--- config.mk ---
export PLATFORM = sky130hd
export DESIGN_NAME = wake_kick_seq
export DESIGN_NICKNAME = d
export VERILOG_FILES = /design/src/rtl/wks_pkg.sv /design/src/rtl/wks_ks_filter.sv /design/src/rtl/wks_regs.sv /design/src/rtl/wks_fsm.sv /design/src/rtl/wake_kick_seq.sv
export SDC_FILE = /design/constraint.sdc
export NUM_CORES = 1
export LEC_CHECK = 0
export BUFFER_PORTS_ARGS = -buffer_cell sky130_fd_sc_hd__buf_2
export CAP_MARGIN = 15
export CORE_MARGIN = 10
export CORE_UTILIZATION = 50
export CTS_CLUSTER_DIAMETER = 150
export CTS_CLUSTER_SIZE = 12
export DETAILED_ROUTE_END_ITERATION = 12
export GPL_TIMING_DRIVEN = 0
export PLACE_DENSITY = 0.72
export SLEW_MARGIN = 25
export SYNTH_ARGS = -nofsm -noshare
export SYNTH_HDL_FRONTEND = slang
export SYNTH_SLANG_ARGS = --single-unit
--- constraint.sdc ---
create_clock -name clk -period 0.9 [get_ports clk]
set_clock_uncertainty 0.05 [all_clocks]
set_input_delay 0.045 -clock clk [delete_from_list [all_inputs] [get_ports clk]]
set_output_delay 0.045 -clock clk [all_outputs]
set_load 0.02 [all_outputs]
--- src/rtl/wks_pkg.sv ---
package wks_pkg;
  typedef enum logic [1:0] {
    ST_DOWN   = 2'd0,
    ST_WAIT   = 2'd1,
    ST_ON     = 2'd2,
    ST_OFFING = 2'd3
  } seq_state_t;

  localparam int unsigned CW_W   = 5;
  localparam int unsigned B_WF   = 0;
  localparam int unsigned B_KF   = 1;
  localparam int unsigned B_WIE  = 2;
  localparam int unsigned B_KSE  = 3;
  localparam int unsigned B_POFF = 4;
endpackage

--- src/rtl/wks_ks_filter.sv ---
module wks_ks_filter #(
  parameter int unsigned KS_MIN_CYC = 8
) (
  input  logic clk,
  input  logic rst_n,
  input  logic ks_n_i,
  output logic ks_evt_o
);
  localparam int unsigned CW = $clog2(KS_MIN_CYC + 1);
  localparam logic [CW-1:0] LAST = CW'(KS_MIN_CYC - 1);
  localparam logic [CW-1:0] SAT  = CW'(KS_MIN_CYC);

  logic          sync1_q, sync2_q;
  logic [CW-1:0] cnt_q, cnt_d;
  logic          cnt_en;

  always_ff @(posedge clk or negedge rst_n) begin
    if (!rst_n) begin
      sync1_q <= 1'b1;
      sync2_q <= 1'b1;
    end else begin
      sync1_q <= ks_n_i;
      sync2_q <= sync1_q;
    end
  end

  always_comb begin
    cnt_en = 1'b0;
    cnt_d  = cnt_q;
    if (sync2_q) begin
      cnt_en = (cnt_q != '0);
      cnt_d  = '0;
    end else if (cnt_q != SAT) begin
      cnt_en = 1'b1;
      cnt_d  = cnt_q + 1'b1;
    end
  end

  always_ff @(posedge clk or negedge rst_n) begin
    if (!rst_n)      cnt_q <= '0;
    else if (cnt_en) cnt_q <= cnt_d;
  end

  assign ks_evt_o = !sync2_q && (cnt_q == LAST);

  AST_KS_ONE_SHOT: assert property (@(posedge clk) disable iff (!rst_n)
    ks_evt_o |=> !ks_evt_o);
endmodule

--- src/rtl/wks_regs.sv ---
module wks_regs
  import wks_pkg::*;
(
  input  logic            clk,
  input  logic            rst_n,
  input  logic            wr_en_i,
  input  logic [CW_W-1:0] wr_data_i,
  input  logic            set_wf_i,
  input  logic            set_kf_i,
  input  logic            clr_poff_i,
  output logic [CW_W-1:0] ctrl_o
);
  logic [CW_W-1:0] ctrl_q, ctrl_d;

  always_comb begin
    ctrl_d = ctrl_q;
    if (wr_en_i) begin
      ctrl_d[B_WF]   = ctrl_q[B_WF] & wr_data_i[B_WF];
      ctrl_d[B_KF]   = ctrl_q[B_KF] & wr_data_i[B_KF];
      ctrl_d[B_WIE]  = wr_data_i[B_WIE];
      ctrl_d[B_KSE]  = wr_data_i[B_KSE];
      ctrl_d[B_POFF] = wr_data_i[B_POFF];
    end
    if (set_wf_i)   ctrl_d[B_WF]   = 1'b1;
    if (set_kf_i)   ctrl_d[B_KF]   = 1'b1;
    if (clr_poff_i) ctrl_d[B_POFF] = 1'b0;
  end

  always_ff @(posedge clk or negedge rst_n) begin
    if (!rst_n) ctrl_q <= CW_W'(1) << B_POFF;
    else        ctrl_q <= ctrl_d;
  end

  assign ctrl_o = ctrl_q;

  AST_KF_HOLD: assert property (@(posedge clk) disable iff (!rst_n)
    (ctrl_q[B_KF] && !wr_en_i) |=> ctrl_q[B_KF]);
  AST_WF_SET: assert property (@(posedge clk) disable iff (!rst_n)
    set_wf_i |=> ctrl_q[B_WF]);
endmodule

--- src/rtl/wks_fsm.sv ---
module wks_fsm
  import wks_pkg::*;
#(
  parameter int unsigned TIMEOUT_CYC = 1000
) (
  input  logic clk,
  input  logic rst_n,
  input  logic ks_evt_i,
  input  logic alarm_i,
  input  logic supply_good_i,
  input  logic other_irq_i,
  input  logic wf_i,
  input  logic kf_i,
  input  logic wie_i,
  input  logic kse_i,
  input  logic poff_i,
  output logic set_wf_o,
  output logic set_kf_o,
  output logic clr_poff_o,
  output logic pwr_oe_o,
  output logic irq_oe_o
);
  localparam int unsigned TW = $clog2(TIMEOUT_CYC + 1);
  localparam logic [TW-1:0] T_LAST = TW'(TIMEOUT_CYC - 1);

  seq_state_t    st_q, st_d;
  logic [TW-1:0] tmo_q;
  logic          tmo_hit, powered, ev_en;

  assign powered = (st_q == ST_ON) || (st_q == ST_OFFING);
  assign ev_en   = (ks_evt_i && kse_i) || (alarm_i && wie_i);
  assign tmo_hit = (tmo_q == T_LAST);

  always_comb begin
    st_d       = st_q;
    clr_poff_o = 1'b0;
    set_kf_o   = ks_evt_i && (kse_i || powered);
    set_wf_o   = alarm_i && (wie_i || powered);
    unique case (st_q)
      ST_DOWN: begin
        if (ev_en)              st_d = ST_WAIT;
        else if (supply_good_i) st_d = ST_OFFING;
      end
      ST_WAIT: begin
        if (supply_good_i) begin
          st_d       = ST_ON;
          clr_poff_o = 1'b1;
        end else if (tmo_hit) begin
          st_d = ST_DOWN;
        end
      end
      ST_ON: begin
        if (!supply_good_i) st_d = ST_DOWN;
        else if (ev_en)     clr_poff_o = 1'b1;
        else if (poff_i)    st_d = ST_OFFING;
      end
      ST_OFFING: begin
        if (!supply_good_i) st_d = ST_DOWN;
        else if (ev_en) begin
          st_d       = ST_ON;
          clr_poff_o = 1'b1;
        end else if (!poff_i) begin
          st_d = ST_ON;
        end
      end
      default: st_d = ST_DOWN;
    endcase
  end

  always_ff @(posedge clk or negedge rst_n) begin
    if (!rst_n) st_q <= ST_DOWN;
    else        st_q <= st_d;
  end

  always_ff @(posedge clk or negedge rst_n) begin
    if (!rst_n)               tmo_q <= '0;
    else if (st_q != ST_WAIT) tmo_q <= '0;
    else if (!tmo_hit)        tmo_q <= tmo_q + 1'b1;
  end

  assign pwr_oe_o = (st_q == ST_WAIT) || (powered && !poff_i);
  assign irq_oe_o = powered &&
                    ((wf_i && wie_i) || (kf_i && kse_i) || other_irq_i);

  AST_TMO_RELEASE: assert property (@(posedge clk) disable iff (!rst_n)
    (st_q == ST_WAIT && tmo_hit && !supply_good_i) |=> !pwr_oe_o);
  AST_NO_IRQ_IN_WAIT: assert property (@(posedge clk) disable iff (!rst_n)
    (st_q == ST_WAIT) |-> !irq_oe_o);
  AST_POFF_CLEARED: assert property (@(posedge clk) disable iff (!rst_n)
    (st_q == ST_WAIT && supply_good_i) |=> (!poff_i && pwr_oe_o));
  AST_IRQ_ON_DROP: assert property (@(posedge clk) disable iff (!rst_n)
    $fell(supply_good_i) |=> !irq_oe_o);
  AST_EVENT_POWERS: assert property (@(posedge clk) disable iff (!rst_n)
    (powered && supply_good_i && ev_en) |=> pwr_oe_o);
endmodule

--- src/rtl/wake_kick_seq.sv ---
module wake_kick_seq
  import wks_pkg::*;
#(
  parameter int unsigned KS_MIN_CYC  = 8,
  parameter int unsigned TIMEOUT_CYC = 1000
) (
  input  logic            clk,
  input  logic            rst_n,
  input  logic            ks_n_i,
  input  logic            alarm_i,
  input  logic            supply_good_i,
  input  logic            other_irq_i,
  input  logic            wr_en_i,
  input  logic [CW_W-1:0] wr_data_i,
  output logic [CW_W-1:0] ctrl_o,
  output logic            pwr_oe_o,
  output logic            irq_oe_o
);
  logic rst_m_q, rst_s_q;
  logic ks_evt, set_wf, set_kf, clr_poff;

  always_ff @(posedge clk or negedge rst_n) begin
    if (!rst_n) begin
      rst_m_q <= 1'b0;
      rst_s_q <= 1'b0;
    end else begin
      rst_m_q <= 1'b1;
      rst_s_q <= rst_m_q;
    end
  end

  wks_ks_filter #(.KS_MIN_CYC(KS_MIN_CYC)) u_filt (
    .clk      (clk),
    .rst_n    (rst_s_q),
    .ks_n_i   (ks_n_i),
    .ks_evt_o (ks_evt)
  );

  wks_regs u_regs (
    .clk        (clk),
    .rst_n      (rst_s_q),
    .wr_en_i    (wr_en_i),
    .wr_data_i  (wr_data_i),
    .set_wf_i   (set_wf),
    .set_kf_i   (set_kf),
    .clr_poff_i (clr_poff),
    .ctrl_o     (ctrl_o)
  );

  wks_fsm #(.TIMEOUT_CYC(TIMEOUT_CYC)) u_fsm (
    .clk           (clk),
    .rst_n         (rst_s_q),
    .ks_evt_i      (ks_evt),
    .alarm_i       (alarm_i),
    .supply_good_i (supply_good_i),
    .other_irq_i   (other_irq_i),
    .wf_i          (ctrl_o[B_WF]),
    .kf_i          (ctrl_o[B_KF]),
    .wie_i         (ctrl_o[B_WIE]),
    .kse_i         (ctrl_o[B_KSE]),
    .poff_i        (ctrl_o[B_POFF]),
    .set_wf_o      (set_wf),
    .set_kf_o      (set_kf),
    .clr_poff_o    (clr_poff),
    .pwr_oe_o      (pwr_oe_o),
    .irq_oe_o      (irq_oe_o)
  );
endmodule

# Yosys cells after proc, flatten, opt, wreduce, memory -nomap -nowiden
# Index checks and enable logic that the tools add are counted.
[classes]
mux = 25
bitwise_logic = 2
n_reduce_logical = 27
n_addsub = 2
eq_ne = 13
[op_table]
columns = ["cell", "n"]
rows = [
  ["$mux W10", 2],
  ["$mux W2", 10],
  ["$add A10 B1 Y10 const B", 1],
  ["$eq A10 B10 Y1 const B", 1],
  ["$logic_and A1 B1 Y1", 9],
  ["$ne A3 B2 Y1 const B", 3],
  ["$mux W1", 8],
  ["$mux W4", 2],
  ["$ne A4 B4 Y1 const B", 2],
  ["$pmux W2 S4", 1],
  ["$reduce_bool A2 Y1", 4],
  ["$logic_or A1 B1 Y1", 7],
  ["$mux W5", 1],
  ["$reduce_and A5 Y1", 1],
  ["$add A4 B1 Y4 const B", 1],
  ["$eq A2 B2 Y1 const B", 2],
  ["$eq A4 B3 Y1 const B", 1],
  ["$reduce_bool A4 Y1", 1],
  ["$ne A3 B3 Y1 const B", 1],
  ["$and A1 B1 Y1", 2],
  ["$eq A2 B1 Y1 const B", 1],
  ["$logic_not A1 Y1", 2],
  ["$logic_not A2 Y1", 1],
  ["$ne A2 B1 Y1 const B", 1],
  ["4 further kinds", 4],
]
[word_totals]
out_inout_bits = 7
register_bits = 25

# Logic depth before layout (Yosys ltp)
# Gate-level depths: netlist (run 1).
[depth]
word_depth = 8
mapped_depth = 5
depth_no_buf = 5

# Modules after synthesis
# A second synthesis (run 1) with hierarchy kept.
[hier_totals]
hier_cells = 112
area_unflattened_um2 = 1221.2
[modules_own_cells]
columns = ["mod", "area_per_inst_um2", "cells_per_inst", "n_inst"]
rows = [
  ["wks_fsm", 696.9, 73, 1],
  ["wks_ks_filter", 280.3, 23, 1],
  ["wks_regs", 190.2, 13, 1],
  ["wake_kick_seq", 53.8, 3, 1],
]

# Least setup slack after synthesis (run 1)
# Ideal clock, no wire load.
[synth_timing]
path_kind = "reg2reg"
from = "reg u_filt.cnt_q[0]"
to = "reg u_fsm.st_q[0]"
required_time_ns = 0.714
setup_slack_ns = -0.474
path_stages_with_launch = 6
synth_period_minus_slack_ns = 1.374
arrival_time_ns = 1.187
setup_ns = 0.136
cell_sequence = "dfrtp_1 > ha_1 > and4bb_1 > a22oi_2 > nor2b_1 > o311ai_2"
[synth_via]
elab_chain_cells = 7
elab_cells_between_ends = 12
cone_classes = "eq/ne (4); mux (4); reduce/logical (4)"
[synth_rtl]
columns = ["item", "line_no", "text"]
rows = [
  ["from (decl)", "wks_ks_filter.sv:14", "logic [CW-1:0] cnt_q, cnt_d;"],
  ["from (signal assigned)", "wks_ks_filter.sv:41", "else if (cnt_en) cnt_q <= cnt_d;"],
  ["$eq A4 B3 Y1 (*)", "wks_ks_filter.sv:44", "assign ks_evt_o = !sync2_q && (cnt_q == LAST);"],
  ["$logic_and A1 B1 Y1 (*)", "wks_ks_filter.sv:44", ""],
  ["$logic_and A1 B1 Y1 (*)", "wks_fsm.sv:31", "assign ev_en = (ks_evt_i && kse_i) || (alarm_i && wie_i);"],
  ["$logic_or A1 B1 Y1 (*)", "wks_fsm.sv:31", ""],
  ["$mux W2", "wks_fsm.sv:59", "else if (ev_en) begin"],
  ["$mux W2", "wks_fsm.sv:58", "if (!supply_good_i) st_d = ST_DOWN;"],
  ["$pmux W2 S4", "wks_fsm.sv:39", "unique case (st_q)"],
  ["to (signal assigned)", "wks_fsm.sv:72", "else st_q <= st_d;"],
  ["to (decl)", "wks_fsm.sv:26", "seq_state_t st_q, st_d;"],
]
# Every way passes the cells marked *; elsewhere a longest branch is shown, timed or not.
# A chain may end at the register's enable or synchronous reset.

# Final worst setup path (run 1)
# Ends and elaborated chain as after synthesis.

==> key figures, run 1 <==
STA
  – RSZ-0062 raised after global routing: yes
  – Slew Limit Fails: 0
  – Final min period: roughly 1500 ps
  – FMAX: between 600 and 700 MHz
  – Hold Fails Final Rpt: 0
  – Tcrit/Tclk final: 168%
  – WHS: 116 ps
  – Setup violations, final: 28
  – Setup ws final: -610 ps

Final layout
  – Area Overhead vs Synth: 48.1%
  – Total inserted antenna cells: 0
  – Layout cells sized above 1: between 50% and 60%
  – Nets: 179
  – Final core utilization: 79.9%
  – Design area: 0.00180 mm²
  – Final non-filler cell total: between 150 and 200

Route
  – Vias per inst: between 5 and 6
  – Drt wl/cell: 17.3 µm
  – Drt drc: 0
  – DR vias: approximately 1100
  – DR pass1 iterations: 4
  – Antenna violation net count after detailed routing: 0
  – Final WL: roughly 3300 µm
  – Initial drt markers: 67

Synth
  – Synth Register Bits: 25
  – Synth area leaders: dfrtp_1 (45%), dfstp_2 (6.5%), nor2_1 (4.3%)
  – Seq/Total Area, Yosys: 51.7%
  – Mapped Nets: approximately 130
  – Mapped Cells: ~110
  – Number of synthesized flops with an enable pin: 0
  – Mean Syn Cell Area: between 10 and 15 µm²
  – Top-area cell type share of the netlist area: between 40% and 50%
  – Post-synthesis cell type count: 36
  – Mapped Area: about 0.0012 mm²
  – Top-count cell post-synth: dfrtp_1
  – Top cells by count, synth: dfrtp_1 (22), nor2_1 (14), nand2_1 (8)
  – Warnings, synthesis: 0
  – Leading area contributor after synthesis: dfrtp_1
  – FFs w/ async S/R, synth: between 90% and 100%
  – Top_reg_cell synth: dfrtp_1

Setup path
  – CP Launch Type: flip-flop
  – WS Path Type: flip-flop to flip-flop
  – Crit path DAT: 1650 ps
  – CP Max Fanout: 4
  – Req. time, crit path: around 1000 ps
  – Crit end category: flip-flop

Die
  – Starting density of the core: between 50% and 60%
  – Core ar.: 0.00225 mm²
  – I/O pins: 19
  – # rows: 17
  – Die area: ~0.0048 mm²
  – Die width: approximately 69 µm
  – Die Y: approximately 70 µm

Clocking
  – Clock buffer depth: 2
  – CTS buffer count: 3
  – H-tree Lvls: 1
  – Clock Sinks: 25
  – CTS tree: yes
  – Skew-Pair Late Insertion Delay: between 300 and 400 ps
  – Clk slew on worst S/H paths: roughly 130 ps
  – Root buffer cell: clkbuf_4

Global routing
  – GRT Residual Overflow: 0
  – Largest net degree at the start of global routing: 24
  – Antenna violations before repair: 0
  – Gr usage total: 12.0%
  – Number of global-route vias before repair: between 1000 and 1500
  – First-pass GRT wire length: between 4000 and 5000 µm

Power and ir drop
  – Lkg Pwr: roughly 0.83 nW
  – PwrDens: between 1500 and 2000 mW/mm²
  – Worst vdd ir: 1310 µV

Flow run
  – MaxCap Viol Count: 0

Status
  – Status: complete, but fails checks
  – Failing checks: setup timing

Placed design
  – Cells after DPL: approximately 160
  – # port buffers: 18
  – RD Place Congestion: 0.807
  – Area of placed instances: around 0.0014 mm²
  – Final HPWL DP: around 1700 µm

Min path
  – Hold Path Class: input pin to flip-flop
-- worst max-delay path: stages, from the launching register on --
cell and delay (ps):
dfrtp_1 410, ha_2 190, and4bb_1 220, a22oi_2 220
nor2b_4 210, o311ai_2 90
-- per-stage QoR --
| stage | power (W) | setup slack (ps) | TNS [ps] |
|---|---|---|---|
| after floorplan | 0.00174 | -461 | -4700 |
| after detailed placement | 0.00190 | -589 | -10120 |
| after CTS | 0.00271 | -594 | -8870 |
| final | 0.00278 | -610 | -9570 |
| after global placement | 0.00187 | -541 | -9060 |
| after global routing | 0.00296 | -661 | -11140 |
-- final cells by class --
type | instances | area [µm²]
plain buffers | 4 | 42.5
clock buffers | 3 | 22.5
clock inverters | 1 | 5.00
fillers | 128 | 453
inverters | 5 | 21.3
multi-input cells | 76 | 627
flip-flops and latches | 25 | 634
well taps | 28 | 35.0
repair buffers | 49 | 414
-- registers in the layout (all words and copies together), names as in the netlist --
name / cells
u_fsm.tmo_q: 10
u_regs.ctrl_o: 5
u_filt.cnt_q: 4
u_fsm.st_q: 2
rst_m_q: 1
rst_s_q: 1
u_filt.sync1_q: 1
u_filt.sync2_q: 1
-- routing by layer --
layer | up-vias | track usage, % | wire length [µm]
met5 | - | 0 | 0
met4 | 0 | 4.21 | 76
met3 | 10 | 2.85 | 161
met2 | 37 | 20.7 | 1760
met1 | 520 | 14.1 | 1310
li1 | 484 | - | -
-- layout by cell type, fill, tap and decap left out, drive strengths merged, types with 2 or more instances in the layout --
cell type    Yosys  final
buf              5     41
dfrtp           22     22
nor2            14     14
dlygate4sd3      0     11
nand2            9      9
o21ai            6      6
xor2             5      5
inv              5      5
a21oi            5      5
nand4            4      4
clkbuf           2      4
mux2             3      3
xnor2            3      3
dfstp            3      3
ha               3      3
and3             2      2
and4bb           2      2
mux2i            2      2
a211oi           2      2
nor2b            2      2
nand3            2      2
-- power breakdown --
part           internal, W  switching [W]
Combinational     0.000518       0.000410
Clock             0.000166       0.000325
Sequential         0.00124       0.000126
-- cells by family (layout without fill, tap and decap cells) --
logic type / count (synthesis) / count (layout) / share of synthesized area (%)
buffers and inverters: 12 / 62 / 5.25
other: 1 / 1 / 0.308
AND/OR/NAND/NOR: 40 / 40 / 18.2
adder cells (fa/ha/maj): 3 / 3 / 3.09
multiplexers: 5 / 5 / 4.42
flip-flops: 25 / 25 / 51.7
XOR/XNOR: 8 / 8 / 5.76
AO/OA/AOI/OAI: 19 / 19 / 11.2
-- timing repair --
action / 4_1_cts / 5_1_grt
buffers inserted: 15 / 8
hold buffers: 11 / 0
endpoints found under the setup margin: 49 / 28
gates resized for setup: 28 / 20
hold endpoints to repair: 9 / 0
pin swaps: 5 / 10
-- path summary, 6_finish.rpt --
path	start	endpoint	slack, ps	cells after the start
min reg2reg	rst_s_q	u_filt.cnt_q[1]	190	0
max	u_filt.cnt_q[0]	u_fsm.st_q[0]	-610	5
max reg2reg	u_filt.cnt_q[0]	u_fsm.st_q[0]	-610	5
max in group asynchronous	rst_n	rst_s_q	150	3
min in group asynchronous	rst_s_q	u_filt.cnt_q[1]	190	0
min	alarm_i	u_regs.ctrl_o[4]	120	4
No activity file was read; power rests on OpenSTA's default activity.
==> inputs of run 2 (changes only) <==
--- a/config.mk
+++ b/config.mk
@@ -5,6 +5,7 @@
 export SDC_FILE = /design/constraint.sdc
 export NUM_CORES = 1
 export LEC_CHECK = 0
+export ABC_AREA = 1
 export BUFFER_PORTS_ARGS = -buffer_cell sky130_fd_sc_hd__buf_2
 export CAP_MARGIN = 15
 export CORE_MARGIN = 10
@@ -13,7 +14,7 @@
 export CTS_CLUSTER_SIZE = 12
 export DETAILED_ROUTE_END_ITERATION = 12
 export GPL_TIMING_DRIVEN = 0
-export PLACE_DENSITY = 0.72
+export PLACE_DENSITY = 0.71
 export SLEW_MARGIN = 25
 export SYNTH_ARGS = -nofsm -noshare
 export SYNTH_HDL_FRONTEND = slang
==> key figures, run 2 <==
Route
  – Drt wl/cell: ~16 µm
  – Vias per inst: between 5 and 6
  – DR pass1 iterations: 4
  – Drt drc: 0
  – DR vias: ~1300
  – Antenna violation net count after detailed routing: 0
  – Final WL: 3810 µm
  – Initial drt markers: 71

Die
  – Starting density of the core: approximately 53%
  – I/O pins: 19
  – Die Y: 71.8 µm
  – # rows: 18
  – Core ar.: around 0.0025 mm²
  – Die area: just over 0.005 mm²
  – Die width: a little over 70 µm

Synth
  – Mapped Nets: approximately 170
  – Top cells by count, synth: nand2_1 (27), dfrtp_1 (22), inv_1 (17)
  – Mean Syn Cell Area: approximately 8.6 µm²
  – Post-synthesis cell type count: 30
  – FFs w/ async S/R, synth: between 90% and 100%
  – Mapped Area: between 0.001 and 0.0015 mm²
  – Number of synthesized flops with an enable pin: 0
  – Synth area leaders: dfrtp_1 (41%), nand2_1 (7.5%), dfstp_2 (5.9%)
  – Leading area contributor after synthesis: dfrtp_1
  – Top-area cell type share of the netlist area: between 40% and 50%
  – Seq/Total Area, Yosys: between 40% and 50%
  – Top_reg_cell synth: dfrtp_1
  – Mapped Cells: 156
  – Warnings, synthesis: 0
  – Synth Register Bits: 25
  – Top-count cell post-synth: nand2_1

Clocking
  – Clock Sinks: 25
  – Root buffer cell: clkbuf_4
  – CTS buffer count: 3
  – Clock buffer depth: 2
  – Skew-Pair Late Insertion Delay: around 320 ps
  – Clk slew on worst S/H paths: 140 ps
  – H-tree Lvls: 1
  – CTS tree: yes

STA
  – Setup violations, final: 27
  – Slew headroom: about two thirds
  – Worst slew pin tran: ~520 ps
  – Setup TNS: -9150 ps
  – Hold Fails Final Rpt: 0
  – Tcrit/Tclk final: 158%
  – Setup ws final: -525 ps
  – FMAX: ~700 MHz
  – Slew Limit Fails: 0
  – RSZ-0062 raised after global routing: yes
  – Final min period: around 1400 ps

Global routing
  – Number of global-route vias before repair: about 1300
  – GRT Residual Overflow: 0
  – Antenna violations before repair: 0
  – Largest net degree at the start of global routing: 24
  – First-pass GRT wire length: about 5700 µm
  – Gr usage total: between 10% and 20%

Placed design
  – # port buffers: 18
  – Final HPWL DP: 1990 µm
  – Area of placed instances: roughly 0.0015 mm²
  – Setup WS pre-CTS: -477 ps
  – RD Place Congestion: ~0.85

Final layout
  – Largest Register: u_fsm.tmo_q
  – Most common cell after layout, fill and taps aside: buf_6
  – Total inserted antenna cells: 0
  – Design area: between 0.002 and 0.0025 mm²
  – Area Overhead vs Synth: 52.9%
  – Layout cells sized above 1: 51.4%
  – Nets: 228
  – Max FFs per register: 10
  – Most frequent cells in the layout: buf_6 (27), nand2_1 (18), dfrtp_1 (17), inv_1 (15), buf_2 (12)

Setup path
  – CP Max Fanout: 4
  – Crit path largest cell delay: 410 ps
  – CP dominant cell by count: nand2_1
  – Crit end category: flip-flop
  – Cells on worst reg2reg path: 10
  – Req. time, crit path: 1060 ps
  – Slowest-stage cell, CP: dfrtp_1
  – Reg2reg start: u_filt.cnt_q[0]
  – CP Cell Sequence: ha_2 > nand2_2 > inv_2 > nand3_4 > nand3_1 > nand2_1 > nand2_2 > nand2_1 > nand2_1 > nand2_1
  – WS Path Type: flip-flop to flip-flop
  – Crit path DAT: 1590 ps
  – Worst r2r dst: u_fsm.st_q[0]
  – FF-to-FF setup slack: -520 ps
  – CP Launch Type: flip-flop

Min path
  – Min-Delay Path Depth: 4
  – Hold Path Class: input pin to flip-flop
  – WHS Endpoint: u_regs.ctrl_o[4]
  – Min-delay src: supply_good_i

Power and ir drop
  – Switching power: between 0.0015 and 0.002 W
  – Combinational power share: a little over 50%
  – Sequential share of power: between 30% and 40%
  – Clock power frac: between 10% and 20%
  – PnR Total Power: 0.00412 W
  – Worst vdd ir: 1900 µV
  – PwrDens: 2000 mW/mm²
  – Internal Power: around 0.0025 W
  – Sw Share: between 30 and 40%
  – Lkg Pwr: roughly 1 nW

Status
  – Status: complete, but fails checks
  – Failing checks: setup timing

Flow run
  – MaxCap Viol Count: 0
==> run 2: worst max-delay path, delay by kind of cell (launching register included) <==
| kind | cells | cell delay (ps) |
|---|---|---|
| adder cells (fa/ha/maj) | 1 | 210 |
| buffers and inverters | 1 | 80 |
| flip-flops | 1 | 410 |
| AND/OR/NAND/NOR | 8 | 580 |
==> run 2: cells by family after synthesis <==
family	count (synthesis)	share of synthesized area (%)
AND/OR/NAND/NOR	71	27.5
buffers and inverters	28	10.3
AO/OA/AOI/OAI	25	10.2
flip-flops	25	46.8
adder cells (fa/ha/maj)	3	2.79
XOR/XNOR	2	1.30
other	1	0.279
multiplexers	1	0.745
==> run 2: worst max path at each step <==
stage                           startpoint             to  slack [ps]  cells after the start
after floorplan             u_fsm.tmo_q[0]  u_fsm.st_q[0]        -340                     10
after global placement      u_fsm.tmo_q[1]  u_fsm.st_q[0]        -440                     10
after detailed placement    u_fsm.tmo_q[0]  u_fsm.st_q[0]        -480                     10
after CTS                 u_regs.ctrl_o[3]       irq_oe_o        -450                      4
after global routing        u_fsm.tmo_q[0]  u_fsm.st_q[0]        -610                     10
final                      u_filt.cnt_q[0]  u_fsm.st_q[0]        -520                     10
==> run 2: metrics by stage <==
step	util (%)	hold WS, ps	cells
floorplan	-	-301	156
global placement	58.9	-220	204
detailed placement	58.9	-217	204
CTS	75.5	43.5	233
global route	81.4	96.0	242
finish	81.4	110	242
==> run 2: layer usage <==
metal	global-route usage [%]	up-vias	wire (µm)
met3	2.34	14	186
met2	24.7	41	1940
met5	0	-	0
met4	4.30	0	123
li1	-	620	-
met1	14.9	629	1560
==> run 2: timing repair <==
item                                   4_1_cts  5_1_grt
endpoints found under the hold margin        8        0
gates resized for setup                     54       24
setup endpoints to repair                   49       27
cloned                                       0        1
buffers inserted                            15       11
hold buffers                                10        0
pin swaps                                   19       19
==> run 2: power groups by stage <==
stage	clock (W)	sequential, W	combinational (W)
floorplan	0	0.00146	0.000952
global placement	0	0.00149	0.00117
detailed placement	0	0.00150	0.00122
CTS	0.000512	0.00148	0.00178
global route	0.000567	0.00155	0.00229
finish	0.000498	0.00152	0.00210
==> run 2: final cells by class <==
cell class	instances	area (µm²)
multi-input combinational	103	728
fill	128	468
buffer	7	78.8
sequential	25	636
tap	30	37.5
clock buffer	3	22.5
inverter	21	86.3
clock inverter	1	5.00
timing repair buffer	52	460
